File: src/rtl/cam_pkg.sv
package cam_pkg;

    localparam int unsigned SENSOR_W    = 20;
    localparam int unsigned SYNC_STAGES = 2;

    // Settings captured at each frame trigger.
    typedef struct packed {
        logic gated;
        logic line_low;
        logic pclk_fall;
    } cam_mode_t;

    typedef struct packed {
        logic sof;
        logic eol;
    } cam_tag_t;

    localparam int unsigned TAG_W = $bits(cam_tag_t);

    function automatic logic edge_seen(input logic prev, input logic cur, input logic on_fall);
        return on_fall ? (prev & ~cur) : (~prev & cur);
    endfunction

    function automatic logic level_on(input logic pin, input logic active_low);
        return pin ^ active_low;
    endfunction

endpackage

File: src/rtl/cam_sync.sv
module cam_sync #(
    parameter int unsigned W      = 1,
    parameter int unsigned STAGES = 2
) (
    input  logic         clk,
    input  logic         rst,
    input  logic [W-1:0] d,
    output logic [W-1:0] q
);
    logic [W-1:0] stage [STAGES];

    always_ff @(posedge clk) begin
        if (rst) begin
            for (int i = 0; i < STAGES; i++) stage[i] <= '0;
        end else begin
            stage[0] <= d;
            for (int i = 1; i < STAGES; i++) stage[i] <= stage[i-1];
        end
    end

    assign q = stage[STAGES-1];
endmodule

File: src/rtl/cam_frontend.sv
module cam_frontend
    import cam_pkg::*;
#(
    parameter int unsigned DATA_W = SENSOR_W
) (
    input  logic              clk,
    input  logic              rst,
    input  cam_mode_t         mode_next,
    input  logic              frame_fall,
    input  logic [DATA_W-1:0] s_data,
    input  logic              s_frame,
    input  logic              s_line,
    input  logic              s_pclk,
    output logic              frame_trig,
    output logic              push,
    output logic [DATA_W-1:0] push_data,
    output cam_tag_t          push_tag
);
    logic              frame_q, line_q, pclk_q;
    cam_mode_t         mode_r;
    logic              armed, sof_pend;
    logic              hold_v, hold_sof;
    logic [DATA_W-1:0] hold_data;
    logic              line_now, line_end, pix_hit, flush;

    assign frame_trig = edge_seen(frame_q, s_frame, frame_fall);
    assign line_now   = level_on(s_line, mode_r.line_low);
    assign line_end   = mode_r.gated && level_on(line_q, mode_r.line_low) && !line_now;
    assign pix_hit    = armed && !frame_trig
                     && edge_seen(pclk_q, s_pclk, mode_r.pclk_fall)
                     && (!mode_r.gated || line_now);
    assign flush      = hold_v && (frame_trig || line_end);

    // One push per cycle at most: a flush and a new pixel never coincide.
    assign push         = flush || (pix_hit && hold_v);
    assign push_data    = hold_data;
    assign push_tag.sof = hold_sof;
    assign push_tag.eol = flush;

    always_ff @(posedge clk) begin
        if (rst) begin
            frame_q   <= 1'b0;
            line_q    <= 1'b0;
            pclk_q    <= 1'b0;
            mode_r    <= '0;
            armed     <= 1'b0;
            sof_pend  <= 1'b0;
            hold_v    <= 1'b0;
            hold_sof  <= 1'b0;
            hold_data <= '0;
        end else begin
            frame_q <= s_frame;
            line_q  <= s_line;
            pclk_q  <= s_pclk;
            if (frame_trig) begin
                armed    <= 1'b1;
                sof_pend <= 1'b1;
                mode_r   <= mode_next;
            end
            if (flush) hold_v <= 1'b0;
            if (pix_hit) begin
                hold_v    <= 1'b1;
                hold_data <= s_data;
                hold_sof  <= sof_pend;
                sof_pend  <= 1'b0;
            end
        end
    end
endmodule

File: src/rtl/cam_fifo.sv
module cam_fifo #(
    parameter int unsigned W     = 22,
    parameter int unsigned DEPTH = 8,
    localparam int unsigned AW   = (DEPTH > 1) ? $clog2(DEPTH) : 1,
    localparam int unsigned CW   = $clog2(DEPTH + 1)
) (
    input  logic          clk,
    input  logic          rst,
    input  logic          wr_en,
    input  logic [W-1:0]  wr_word,
    output logic          full,
    output logic          rd_valid,
    input  logic          rd_ready,
    output logic [W-1:0]  rd_word,
    output logic [CW-1:0] count
);
    logic [W-1:0]  mem [DEPTH];
    logic [AW-1:0] wr_ptr, rd_ptr;
    logic          accept, take;

    assign full     = (count == CW'(DEPTH));
    assign rd_valid = (count != '0);
    assign accept   = wr_en && !full;
    assign take     = rd_valid && rd_ready;
    assign rd_word  = mem[rd_ptr];

    always_ff @(posedge clk) begin
        if (accept) mem[wr_ptr] <= wr_word;
    end

    always_ff @(posedge clk) begin
        if (rst) begin
            wr_ptr <= '0;
            rd_ptr <= '0;
            count  <= '0;
        end else begin
            if (accept) wr_ptr <= (wr_ptr == AW'(DEPTH - 1)) ? '0 : wr_ptr + 1'b1;
            if (take)   rd_ptr <= (rd_ptr == AW'(DEPTH - 1)) ? '0 : rd_ptr + 1'b1;
            count <= count + CW'(accept) - CW'(take);
        end
    end
endmodule

File: src/rtl/cam_capture.sv
module cam_capture
    import cam_pkg::*;
#(
    parameter int unsigned DATA_W     = SENSOR_W,
    parameter int unsigned FIFO_DEPTH = 8,
    localparam int unsigned WORD_W    = DATA_W + TAG_W,
    localparam int unsigned CNT_W     = $clog2(FIFO_DEPTH + 1)
) (
    input  logic              clk,
    input  logic              rst,
    input  logic              cfg_gated,
    input  logic              cfg_frame_fall,
    input  logic              cfg_line_low,
    input  logic              cfg_pclk_fall,
    input  logic [DATA_W-1:0] sen_data,
    input  logic              sen_frame,
    input  logic              sen_line,
    input  logic              sen_pclk,
    output logic              out_valid,
    input  logic              out_ready,
    output logic [DATA_W-1:0] out_data,
    output logic              out_sof,
    output logic              out_eol,
    output logic              overflow
);
    logic [2:0]        ctl_sync;
    logic [DATA_W-1:0] data_sync;
    logic              frame_trig, push, fifo_full;
    logic [DATA_W-1:0] push_data;
    cam_tag_t          push_tag, out_tag;
    cam_mode_t         mode_next;
    logic [WORD_W-1:0] rd_word;
    logic [CNT_W-1:0]  fifo_count;

    assign mode_next = '{gated: cfg_gated, line_low: cfg_line_low, pclk_fall: cfg_pclk_fall};

    cam_sync #(.W(3), .STAGES(SYNC_STAGES)) u_ctl_sync (
        .clk(clk), .rst(rst),
        .d({sen_frame, sen_line, sen_pclk}), .q(ctl_sync)
    );

    cam_sync #(.W(DATA_W), .STAGES(SYNC_STAGES)) u_data_sync (
        .clk(clk), .rst(rst), .d(sen_data), .q(data_sync)
    );

    cam_frontend #(.DATA_W(DATA_W)) u_front (
        .clk(clk), .rst(rst),
        .mode_next(mode_next), .frame_fall(cfg_frame_fall),
        .s_data(data_sync), .s_frame(ctl_sync[2]), .s_line(ctl_sync[1]), .s_pclk(ctl_sync[0]),
        .frame_trig(frame_trig), .push(push), .push_data(push_data), .push_tag(push_tag)
    );

    cam_fifo #(.W(WORD_W), .DEPTH(FIFO_DEPTH)) u_fifo (
        .clk(clk), .rst(rst),
        .wr_en(push), .wr_word({push_tag, push_data}), .full(fifo_full),
        .rd_valid(out_valid), .rd_ready(out_ready), .rd_word(rd_word), .count(fifo_count)
    );

    assign out_tag  = cam_tag_t'(rd_word[WORD_W-1 -: TAG_W]);
    assign out_data = rd_word[DATA_W-1:0];
    assign out_sof  = out_tag.sof;
    assign out_eol  = out_tag.eol;

    always_ff @(posedge clk) begin
        if (rst)                    overflow <= 1'b0;
        else if (push && fifo_full) overflow <= 1'b1;
        else if (frame_trig)        overflow <= 1'b0;
    end
endmodule

File: config.mk
export PLATFORM = sky130hd
export DESIGN_NAME = cam_capture
export DESIGN_NICKNAME = d
export VERILOG_FILES = /design/src/rtl/cam_pkg.sv /design/src/rtl/cam_sync.sv /design/src/rtl/cam_frontend.sv /design/src/rtl/cam_fifo.sv /design/src/rtl/cam_capture.sv
export SDC_FILE = /design/constraint.sdc
export NUM_CORES = 1
export LEC_CHECK = 0
export CORE_MARGIN = 2
export CORE_UTILIZATION = 45
export DETAILED_ROUTE_END_ITERATION = 16
export PLACE_DENSITY = 0.66
export SETUP_SLACK_MARGIN = 0.3
export SYNTH_ARGS = -nofsm -noshare
export SYNTH_HDL_FRONTEND = slang
export SYNTH_SLANG_ARGS = --single-unit
File: constraint.sdc
create_clock -name clk -period 5.7 [get_ports clk]
set_clock_uncertainty 0.15 [all_clocks]
set_input_delay 1.71 -clock clk [delete_from_list [all_inputs] [get_ports clk]]
set_output_delay 1.71 -clock clk [all_outputs]
set_load 0.05 [all_outputs]
==> impl_results.md <==
- Total CTS buffers: 26
- Die ar.: 22900 um^2
- Count of final setup violators: 0
- WP depth: 4
- Mapped Nets: 608
- Commonest cells post-synth: edfxtp_1 (176), dfxtp_1 (90), nor2b_1 (52), mux4_2 (44), a21oi_1 (30)
- All-Layer GR Usage: 0.152
- Worst path top cell family by delay: buffers and inverters
- Top-area cell type share of the netlist area: 0.540
- Diodes inserted: 0
- Post-synth EDFFs: 176
- Die X: 151 um
- Post-Place Setup Slack: 1.23 ns
- Grt total ovfl: 0
- CTS tree: yes
- Area contributors post-synth: edfxtp_1 (54%), dfxtp_1 (18%), mux4_2 (10%), nor2b_1 (3.3%), mux2_2 (2.6%)
- Post-route insts no fill: 924
- Worst Setup EP: out_data[12]
- Core ar.: 21200 um^2
- ANT nets after route: 0
- Final slew viol count: 0
- Final Hold Vio Count: 0
- First-pass GRT wire length: 26.7 mm
- Site Rows: 53
- Max Buffers Root-to-Sink: 3
- Syn Inst Count: 567
- Sw Ratio: 0.260
- Cell variety after synth: 47
- Initial antenna violation count: 0
- Max-slew headroom: 0.525
- CP max-delay cell: dfxtp_2
- CP required: 3.84 ns
- Worst reg-to-reg path cell count: 4
- RR Startpoint: u_front.mode_r[0]$_SDFFE_PP0P_
- Syn-to-layout area delta: 17.6%
- Arrival @ worst endpoint: 2.92 ns
- Tcrit/Tclk final: 0.838
- Outcome: completed
- Via Count: 4852
- Vias in the first global route: 4945
- Peak VDD IR: 251 uV
- Register clock-pin slew on the reported worst setup and hold paths: 0.06 ns
- CTS resizes: 0
- Post-CTS setup buffer count: 0
- Nets: 670
- Syn_area_per_cell: 17.3 um^2
- Final TNS setup: 0 ns
- CP cell instances: buf_4, mux4_2, mux2_2, clkdlybuf4s50_1
- Reg power frac: 0.421
- RSZ-0062 raised after global routing: false
- Power per Cell Area: 434 nW/um^2
- Sequential area share after synthesis: 0.724
- CTS root buf: clkbuf_16
- Port Buffers: 53
- Asr flop ratio synth: 0
- DR WL/cell: 18.2 um
- Final worst slack: 0.921 ns
- Setup CP Type: reg -> out
- Layout cells sized above 1: 0.196
- Leading area contributor after synthesis: edfxtp_1
- FF-to-FF End: u_fifo.mem[3][6]$_DFFE_PP_
- Synth warn: 0
- DRT Wirelength: 16.8 mm
- Pint: 3.70 mW
- Hold Buf Count CTS: 0
- Max frequency: 0.209 GHz
- CP Launch Type: register
- Initial Utilization: 0.462
- Final Wtd Congestion: 0.680
- Gate power share: 0.220
- Slew @ Worst Pin: 0.712 ns
- Most frequent cell after synthesis: edfxtp_1
- Clock power frac: 0.359
- Worst min path class: reg -> reg
- Predominant post-synthesis flop cell: edfxtp_1
- Worst Path Buf+Inv: 2
- Pre-antenna DRT Iters: 4
- Worst Path Max Fanout: 25
- Max_cap viols: 0
- Cell leakage power: 3.88 nW
- CP Capture Type: output port
- Largest net degree at the start of global routing: 60
- Die height: 151 um
- Worst hold slack: 0.285 ns
- IO Count: 54
- Worst R2R Setup Slack: 2.80 ns
- DRT iter0 DRCs: 263
- Worst-Skew Late Latency: 0.52 ns
- Fin util: 0.544
- Sw Pwr: 1.30 mW
- Avg Vias per Cell: 5.25
- Period minus WS final: 4.78 ns
- CTS Sinks: 266
- Synthesized area: 9780 um^2
- Worst path max stage delay: 0.75 ns
- H-tree depth: 1
- # placed instances: 876
- Post-DP HPWL: 10.0 mm
- Number of remaining DRC errors: 0
- Register bit total from synthesis: 266
## state kept, by name, summed over array words and instances (netlist names), 3 cells and up, named ones only
signal	cells
u_ctl_sync.stage	6
u_data_sync.stage	40
u_fifo.count	4
u_fifo.mem	176
u_fifo.rd_ptr	3
u_fifo.wr_ptr	3
u_front.mode_r	3
u_front.push_data	20
## through the flow
step / area [um^2] / total power, mW
after CTS: 11500 / 5.06
after global routing: 11500 / 5.18
after floorplan: 9780 / 2.99
after detailed placement: 10600 / 3.26
final: 11500 / 5.00
after global placement: 10600 / 3.25
## cell families after synthesis
group	after synthesis	share of synthesized area
compound gates	61	0.0340
xor+xnor	3	0.00269
fa+ha+maj	11	0.0148
buf+inv	40	0.0203
flops	266	0.724
mux	69	0.130
simple gates	117	0.0738
## placed cells by master, fill, tap and decap left out, types with 3 or more instances in the layout
cell type and count:
clkdlybuf4s50_1 52, clkbuf_16 26, xnor2_1 3, clkbuf_1 7
bufinv_16 6, nor2_1 6, mux4_2 44, dfxtp_1 88
nand2_1 12, buf_4 12, nand3_1 22, clkinv_1 5
mux2_2 23, nor2b_1 52, inv_1 8, edfxtp_1 176
o21ai_0 22, a21oi_1 30, nand2b_1 4, ha_1 10
## how the worst min path moves through the flow
stage                     slack [ns]                                  to  cells past startpoint                          startpoint
after floorplan                 0.26   u_ctl_sync.stage[0][3]$_SDFF_PP0_                      1   u_ctl_sync.stage[0][0]$_SDFF_PP0_
after CTS                       0.29   u_ctl_sync.stage[0][4]$_SDFF_PP0_                      1   u_ctl_sync.stage[0][1]$_SDFF_PP0_
after global routing            0.29  u_data_sync.stage[1][3]$_SDFF_PP0_                      1  u_data_sync.stage[0][3]$_SDFF_PP0_
final                           0.28  u_data_sync.stage[1][3]$_SDFF_PP0_                      1  u_data_sync.stage[0][3]$_SDFF_PP0_
after global placement          0.27   u_ctl_sync.stage[0][4]$_SDFF_PP0_                      1   u_ctl_sync.stage[0][1]$_SDFF_PP0_
after detailed placement        0.27   u_ctl_sync.stage[0][4]$_SDFF_PP0_                      1   u_ctl_sync.stage[0][1]$_SDFF_PP0_
## metal layers
metal / routed length, um / vias up / global-route usage
li1: - / 2294 / -
met1: 7480 / 2434 / 0.203
met2: 8420 / 104 / 0.265
met3: 673 / 20 / 0.0241
met4: 216 / 0 / 0.0346
met5: 0 / - / 0
## area by class of cell
cell class,count,area (um^2)
fill,1666,9650
sequential,266,7090
multi-input combinational,261,2500
clock buffer,33,677
timing repair buffer,66,636
tap,275,344
clock inverter,15,234
inverter,8,30.0
## power by group through the flow
stage	logic [mW]	clock network [mW]	registers, mW
floorplan	0.869	0	2.12
detailed placement	1.12	0	2.15
global route	1.18	1.89	2.11
finish	1.10	1.79	2.10
CTS	1.12	1.83	2.11
global placement	1.11	0	2.14
## worst register-to-register path: stages (launching register included)
cell and delay [ns]:
dfxtp_1 0.32, nand4bb_1 0.20, a22o_1 0.47, a31oi_2 0.59, and4b_2 0.79
Power figures use the tool's default switching activity.
